## config.mk

```make
export PLATFORM = sky130hd
export DESIGN_NAME = mstat_core
export DESIGN_NICKNAME = d
export VERILOG_FILES = /design/src/rtl/mstat_pkg.sv /design/src/rtl/mstat_sync.sv /design/src/rtl/mstat_ctrl.sv /design/src/rtl/mstat_status.sv /design/src/rtl/mstat_core.sv
export SDC_FILE = /design/constraint.sdc
export NUM_CORES = 1
export LEC_CHECK = 0
export BUFFER_PORTS_ARGS = -buffer_cell sky130_fd_sc_hd__buf_2
export CORE_MARGIN = 4
export CORE_UTILIZATION = 50
export CTS_BUF_LIST = sky130_fd_sc_hd__clkbuf_16
export CTS_CLUSTER_DIAMETER = 80
export DETAILED_ROUTE_END_ITERATION = 8
export PLACE_DENSITY = 0.82
export SYNTH_ARGS = -nofsm -noshare
export SYNTH_HDL_FRONTEND = slang
export SYNTH_SLANG_ARGS = --single-unit
```

## constraint.sdc

```tcl
create_clock -name clk -period 2.1 [get_ports clk]
set_input_delay 0.63 -clock clk [delete_from_list [all_inputs] [get_ports clk]]
set_output_delay 0.63 -clock clk [all_outputs]
set_load 0.01 [all_outputs]
```

## src/rtl/mstat_pkg.sv

```systemverilog
package mstat_pkg;

    typedef struct packed {
        logic dcd;
        logic ri;
        logic dsr;
        logic cts;
    } lines_t;

    typedef struct packed {
        logic loop;
        logic out2;
        logic out1;
        logic rts;
        logic dtr;
    } ctrl_t;

    typedef struct packed {
        lines_t     lvl;
        logic [3:0] flg;
    } status_t;

    localparam lines_t LINES_IDLE = '{dcd: 1'b1, ri: 1'b0, dsr: 1'b1, cts: 1'b1};
    localparam ctrl_t  CTRL_INIT  = '{loop: 1'b0, out2: 1'b1, out1: 1'b0, rts: 1'b0, dtr: 1'b0};

    // Change flags from an old and new line sample; ring only on its falling edge.
    function automatic logic [3:0] change_flags(lines_t old_l, lines_t new_l);
        logic [3:0] f;
        f[3] = old_l.dcd ^ new_l.dcd;
        f[2] = old_l.ri & ~new_l.ri;
        f[1] = old_l.dsr ^ new_l.dsr;
        f[0] = old_l.cts ^ new_l.cts;
        return f;
    endfunction

    // Status view seen in loopback: outputs fed back as inputs, flags zero.
    function automatic status_t loop_view(ctrl_t c);
        status_t s;
        s.lvl.dcd = c.out2;
        s.lvl.ri  = c.out1;
        s.lvl.dsr = c.dtr;
        s.lvl.cts = c.rts;
        s.flg     = 4'b0000;
        return s;
    endfunction

endpackage

```

## src/rtl/mstat_sync.sv

```systemverilog
module mstat_sync #(
    parameter int          STAGES  = 2,
    parameter int          WIDTH   = 4,
    parameter logic [WIDTH-1:0] RST_VAL = '0
) (
    input  logic             clk,
    input  logic             rst,
    input  logic [WIDTH-1:0] d,
    output logic [WIDTH-1:0] q
);
    logic [STAGES-1:0][WIDTH-1:0] stage_q;

    genvar g;
    generate
        for (g = 0; g < STAGES; g++) begin : g_stage
            always_ff @(posedge clk) begin
                if (rst) begin
                    stage_q[g] <= RST_VAL;
                end else if (g == 0) begin
                    stage_q[g] <= d;
                end else begin
                    stage_q[g] <= stage_q[(g == 0) ? 0 : g-1];
                end
            end
        end
    endgenerate

    assign q = stage_q[STAGES-1];
endmodule

```

## src/rtl/mstat_ctrl.sv

```systemverilog
module mstat_ctrl
    import mstat_pkg::*;
(
    input  logic  clk,
    input  logic  rst,
    input  logic  wr,
    input  ctrl_t wr_val,
    output ctrl_t ctrl_q,
    output logic  rts_o,
    output logic  dtr_o,
    output logic  out1_o,
    output logic  out2_o
);
    always_ff @(posedge clk) begin
        if (rst) begin
            ctrl_q <= CTRL_INIT;
        end else if (wr) begin
            ctrl_q <= wr_val;
        end
    end

    // Pins go quiet while the outputs are turned back internally.
    always_comb begin
        rts_o  = ctrl_q.rts  & ~ctrl_q.loop;
        dtr_o  = ctrl_q.dtr  & ~ctrl_q.loop;
        out1_o = ctrl_q.out1 & ~ctrl_q.loop;
        out2_o = ctrl_q.out2 & ~ctrl_q.loop;
    end
endmodule

```

## src/rtl/mstat_status.sv

```systemverilog
module mstat_status
    import mstat_pkg::*;
(
    input  logic    clk,
    input  logic    rst,
    input  logic    loop_mode,
    input  logic    rd_clr,
    input  lines_t  sync_lines,
    output status_t sts_q
);
    logic [3:0] kept_flg;
    logic [3:0] new_flg;

    always_comb begin
        new_flg  = change_flags(sts_q.lvl, sync_lines);
        kept_flg = rd_clr ? 4'b0000 : sts_q.flg;
    end

    always_ff @(posedge clk) begin
        if (rst) begin
            sts_q.lvl <= LINES_IDLE;
            sts_q.flg <= 4'b0000;
        end else if (!loop_mode) begin
            sts_q.lvl <= sync_lines;
            sts_q.flg <= kept_flg | new_flg;
        end
    end
endmodule

```

## src/rtl/mstat_core.sv

```systemverilog
module mstat_core
    import mstat_pkg::*;
#(
    parameter int          ADDR_W    = 3,
    parameter int          SYNC_LEN  = 2,
    parameter logic [ADDR_W-1:0] CTRL_OFS = 3'd4,
    parameter logic [ADDR_W-1:0] STAT_OFS = 3'd6
) (
    input  logic              clk,
    input  logic              rst,
    input  logic [ADDR_W-1:0] addr,
    input  logic              wr_en,
    input  logic              rd_en,
    input  logic [7:0]        wr_data,
    output logic [7:0]        rd_data,
    input  logic              line_cts,
    input  logic              line_dsr,
    input  logic              line_dcd,
    input  logic              line_ri,
    output logic              rts_o,
    output logic              dtr_o,
    output logic              out1_o,
    output logic              out2_o,
    output logic              delta_pending
);
    localparam int LINE_W = $bits(lines_t);
    localparam int CTRL_W = $bits(ctrl_t);

    lines_t  raw_lines;
    lines_t  sync_lines;
    ctrl_t   ctrl_q;
    status_t sts_q;
    status_t sts_view;
    logic    loop_mode;
    logic    sel_ctrl;
    logic    sel_stat;

    assign raw_lines = '{dcd: line_dcd, ri: line_ri, dsr: line_dsr, cts: line_cts};
    assign sel_ctrl  = (addr == CTRL_OFS);
    assign sel_stat  = (addr == STAT_OFS);
    assign loop_mode = ctrl_q.loop;

    mstat_sync #(
        .STAGES (SYNC_LEN),
        .WIDTH  (LINE_W),
        .RST_VAL(LINES_IDLE)
    ) u_sync (
        .clk(clk),
        .rst(rst),
        .d  (raw_lines),
        .q  (sync_lines)
    );

    mstat_ctrl u_ctrl (
        .clk   (clk),
        .rst   (rst),
        .wr    (wr_en & sel_ctrl),
        .wr_val(ctrl_t'(wr_data[CTRL_W-1:0])),
        .ctrl_q(ctrl_q),
        .rts_o (rts_o),
        .dtr_o (dtr_o),
        .out1_o(out1_o),
        .out2_o(out2_o)
    );

    mstat_status u_status (
        .clk       (clk),
        .rst       (rst),
        .loop_mode (loop_mode),
        .rd_clr    (rd_en & sel_stat),
        .sync_lines(sync_lines),
        .sts_q     (sts_q)
    );

    assign sts_view      = loop_mode ? loop_view(ctrl_q) : sts_q;
    assign delta_pending = |sts_q.flg;

    always_comb begin
        rd_data = 8'h00;
        if (sel_ctrl) begin
            rd_data = {{(8-CTRL_W){1'b0}}, ctrl_q};
        end else if (sel_stat) begin
            rd_data = sts_view;
        end
    end
endmodule

```

* Yosys cells after proc, flatten, opt, wreduce, memory -nomap -nowiden *
Cells that the tools add are included.

word-level totals
  output and inout bits = 13
  bits in registers = 21
  word-level logic and storage cells = 32

operators by class
  reductions and logical operators = 1
  multiplexer cells = 4
  bitwise operators = 13
  eq/ne operators = 2

operators with widths
  operator                                     count
  8-bit two-way mux                            3
  1-bit bitwise AND                            7
  3-bit equality test (second input constant)  2
  4-bit two-way mux                            1
  4-bit bitwise OR                             1
  4-bit OR reduction                           1
  1-bit XOR                                    3
  1-bit NOT                                    2

* Logic depth before layout (Yosys ltp) *
  depth in word-level cells = 4
  gate-level depth with buffers = 4
  gate-level depth less buffers = 3

* By module *
From an unflattened synthesis, not the netlist that was laid out.

unflattened totals
  cell total of the unflattened synthesis = 100
  area total of the unflattened synthesis = 948.4 um^2

modules (own cells, without submodules)
  module        times used  area an instance (um^2)  cells an instance
  mstat_status  1           335.3                    33
  mstat_sync    1           240.2                    20
  mstat_ctrl    1           209.0                    20
  mstat_core    1           163.9                    27

* Worst setup path before layout *
No wires, ideal clock.

  kind = input to output
  start point = input addr[0]
  end point = output rd_data[4]
  arrival = 1.207 ns
  data required time = 1.470 ns
  slack = 0.263 ns
  path buffers = 0
  stages = 2
  cell sequence = nand2b_1 -> a311oi_1

between the ends
  word-level cells in the longest chain between the ends = 3
  elaborated cells on any way between the ends = 4
  classes of those cells = eq/ne (2); mux (2)

RTL lines
  element              RTL line          text
  start, declared      mstat_core.sv:11  input logic [ADDR_W-1:0] addr,
  3-bit equality test  mstat_core.sv:40  assign sel_stat = (addr == STAT_OFS);
  8-bit two-way mux    mstat_core.sv:82  end else if (sel_stat) begin
  8-bit two-way mux *  mstat_core.sv:80  if (sel_ctrl) begin
  end, declared        mstat_core.sv:15  output logic [7:0] rd_data,

Every way passes the cells marked *; elsewhere a longest branch is shown, timed or not.

* Final worst setup path *
Same ends and word-level chain as after synthesis.

==> results.cfg <==
[run_status]
run_status = complete, no violations

[synthesis]
avgSynthCellArea_um2 = 9.85
dominantRegCellSynth = sky130_fd_sc_hd__dfxtp_1
synth_area_um2 = 916
synth-seq-cells = 21
fraction_of_post_synthesis_cell_area_in_the_top_cell_type_by_area_pct = 45.9
ys.warnings.count = 0
postSynthNetCount = 112
cell_type_contributing_the_most_total_cell_area_after_synthesis = sky130_fd_sc_hd__dfxtp_1
syn-instance-count = 93
synth_cell_type_count = 22
synth-edff-count = 0
fraction_of_the_yosys_area_taken_by_sequential_cells_pct = 45.9
post_synth_arst_share_pct = 0
netlist_top_cells_area = sky130_fd_sc_hd__dfxtp_1, sky130_fd_sc_hd__mux2i_1, sky130_fd_sc_hd__nor2_1

[min_path]
min_to = u_sync.q[0]
min_from = u_sync.stage_q[0]
min_delay_path_depth = 1
holdCritPathClass = reg2reg

[pwr]
leakagePower_nw = 0.497
vdd_ir_drop_max_v = 0.000523
p_per_area_nw_per_um2 = 785

[sta]
grt_setup_unrepaired = no
setup_viol_count_final = 0
timing.final.crit_period_ns = 1.99
timing.final.crit_share_pct = 94.9
tightest_slew_ns = 0.514
fin_skew_ns = 0.00167
final.setup.tns_ns = 0
final_hold_viol_count = 0
final_max_slew_violation_count = 0
fmax_mhz = 502
worst_slew_margin_pct = 65.7

[die]
start_util_pct = 53.0
fp.dieArea_um2 = 2580
die_height_um = 50.8
floorplan.die.width_um = 50.8
io_pins = 32
coreArea_um2 = 1730
std_cell_rows = 15

[layout]
n_fill_cell = 150
layout_overhead_on_the_synthesized_area_pct = 24.6
final_layout_size_suffix_gt1_share_pct = 33.1
final-seq-area_um2 = 420
final_nets = 141
multiInputGateArea_um2 = 448
layout.core_utilization_pct = 66.1
num_antenna_cells = 0

[critical_path]
worstPathRequired_ns = 1.47
critPathArrivalTime_ns = 1.36
worst_r2r_endpoint = u_status.sts_q[3]
worst-setup-path-type = in2out
timing.critical_path.fanout_max = 5
reg2reg_from = u_ctrl.ctrl_q[4]
crit_start = addr[0]
worst_setup_sp_type = primary input
setup.worst_path.end_class = primary output
rr_worst_depth = 3
ff2ff_setup_slack_ns = 0.70

[routing]
drtPass1Iterations = 2
viasPerCell = 4.79
sum_of_routed_wire_length_over_all_layers_mm = 1.79
vias = 700
initialDrtViolationCount = 1
drcViolationCount = 0
drt.antenna.violating_nets = 0
wire_per_inst_um = 12.3

[global_routing]
globalRoute.totalOverflow = 0
grt_first_pass_wirelength_mm = 3.04
grtUsageTotal_pct = 15.8
antenna_found_initial = 0
grt_pass1_vias = 714
grt_max_degree = 16

[clocking]
clkSlewWorstSetupHoldPaths_ns = 0.05
clock-root-buffer = sky130_fd_sc_hd__clkbuf_16
cts_made_buffers = 3
clock_tree.buffer_depth = 2
cts_hold_buffers = 0
cts.htree.levels = 1
cts.sinks = 21
clk-insertion-delay-late_ns = 0.25
ctsResizeCount = 0
cts_tree = built
post_cts_buffers = 0

[placement]
finalWeightedCongestion = 0.768
buffer_ports.inserted = 28

[run]
max_cap_viol_count = 0
==> report_power, final <==
part	internal, mW	switching (mW)
Combinational	0.0438	0.0389
Sequential	0.416	0.0124
Clock	0.253	0.132
==> worst max-delay path, stage by stage <==
cell                       delay [ns]
sky130_fd_sc_hd__buf_2           0.11
sky130_fd_sc_hd__nand2b_1        0.20
sky130_fd_sc_hd__a311oi_1        0.26
sky130_fd_sc_hd__buf_2           0.17
==> worst max path at each step <==
stage / to / slack [ns] / cells past startpoint
global route: rd_data[5] / 0.007 / 3
global placement: rd_data[4] / 0.12 / 4
floorplan: rd_data[4] / 0.26 / 2
CTS: rd_data[4] / 0.11 / 4
detailed placement: rd_data[4] / 0.11 / 4
finish: rd_data[4] / 0.11 / 4
==> placed cells by master (no fill, tap or decap), types with 3 or more instances in the layout <==
master,n
sky130_fd_sc_hd__clkbuf_16,3
sky130_fd_sc_hd__nand2b_1,5
sky130_fd_sc_hd__xor2_1,3
sky130_fd_sc_hd__a21oi_1,5
sky130_fd_sc_hd__nand3b_1,4
sky130_fd_sc_hd__nor2b_1,5
sky130_fd_sc_hd__nor2_1,10
sky130_fd_sc_hd__inv_1,5
sky130_fd_sc_hd__buf_2,28
sky130_fd_sc_hd__dfxtp_1,21
sky130_fd_sc_hd__nand2_1,4
sky130_fd_sc_hd__a22o_1,3
sky130_fd_sc_hd__mux2i_1,12
sky130_fd_sc_hd__or2_2,6
==> layer usage <==
| metal | part of all wire (%) | wire [um] | GRT usage, % | vias to the layer above |
|---|---|---|---|---|
| met5 | 0 | 0 | 0 | - |
| met4 | 2.2 | 39 | 8.07 | 0 |
| met3 | 6.5 | 116 | 3.26 | 5 |
| met2 | 47 | 839 | 27.8 | 26 |
| met1 | 45 | 797 | 17.7 | 300 |
| li1 | - | - | - | 369 |
==> synthesized netlist by cell type, types with 2 or more instances <==
cell type	number
sky130_fd_sc_hd__xor2_1	3
sky130_fd_sc_hd__nor2_1	10
sky130_fd_sc_hd__buf_2	2
sky130_fd_sc_hd__nand3b_1	4
sky130_fd_sc_hd__dfxtp_1	21
sky130_fd_sc_hd__or2_2	6
sky130_fd_sc_hd__nand2_1	4
sky130_fd_sc_hd__mux2i_1	12
sky130_fd_sc_hd__nor2b_1	5
sky130_fd_sc_hd__a22o_1	3
sky130_fd_sc_hd__nand2b_1	5
sky130_fd_sc_hd__inv_1	4
sky130_fd_sc_hd__a21oi_1	5
==> through the flow <==
| step | std cells | instance area, um^2 | power (mW) | hold slack, ns | setup slack [ns] |
|---|---|---|---|---|---|
| final | 146 | 1140 | 0.896 | 0.409 | 0.107 |
| after CTS | 146 | 1140 | 0.906 | 0.411 | 0.111 |
| after global routing | 146 | 1140 | 0.928 | 0.418 | 0.00718 |
| after floorplan | 93 | 916 | 0.486 | 0.389 | 0.263 |
| after global placement | 142 | 1060 | 0.517 | 0.392 | 0.118 |
| after detailed placement | 142 | 1060 | 0.520 | 0.398 | 0.105 |
==> kinds of logic (layout without fill, tap and decap cells) <==
family	after synthesis	count (layout)	synth area share (%)
AND/OR/NAND/NOR	37	37	24.3
flip-flops	21	21	45.9
multiplexers	12	12	13.1
AO/OA/AOI/OAI	11	11	8.61
buffers and inverters	9	37	5.19
XOR/XNOR	3	3	2.87
==> registers in the layout, indices dropped and copies added (netlist names) <==
register        cells
u_status.sts_q      8
u_ctrl.ctrl_q       5
u_sync.q            4
u_sync.stage_q      4
==> final cells by class <==
| type | count | area share (%) |
|---|---|---|
| Multi-Input combinational cell | 63 | 39.3 |
| Clock inverter | 1 | 0.329 |
| Inverter | 4 | 1.32 |
| Clock buffer | 3 | 6.58 |
| Tap cell | 25 | 2.74 |
| Timing Repair Buffer | 29 | 12.9 |
| Sequential cell | 21 | 36.8 |
Note: power is estimated with default switching activity, not from simulation.
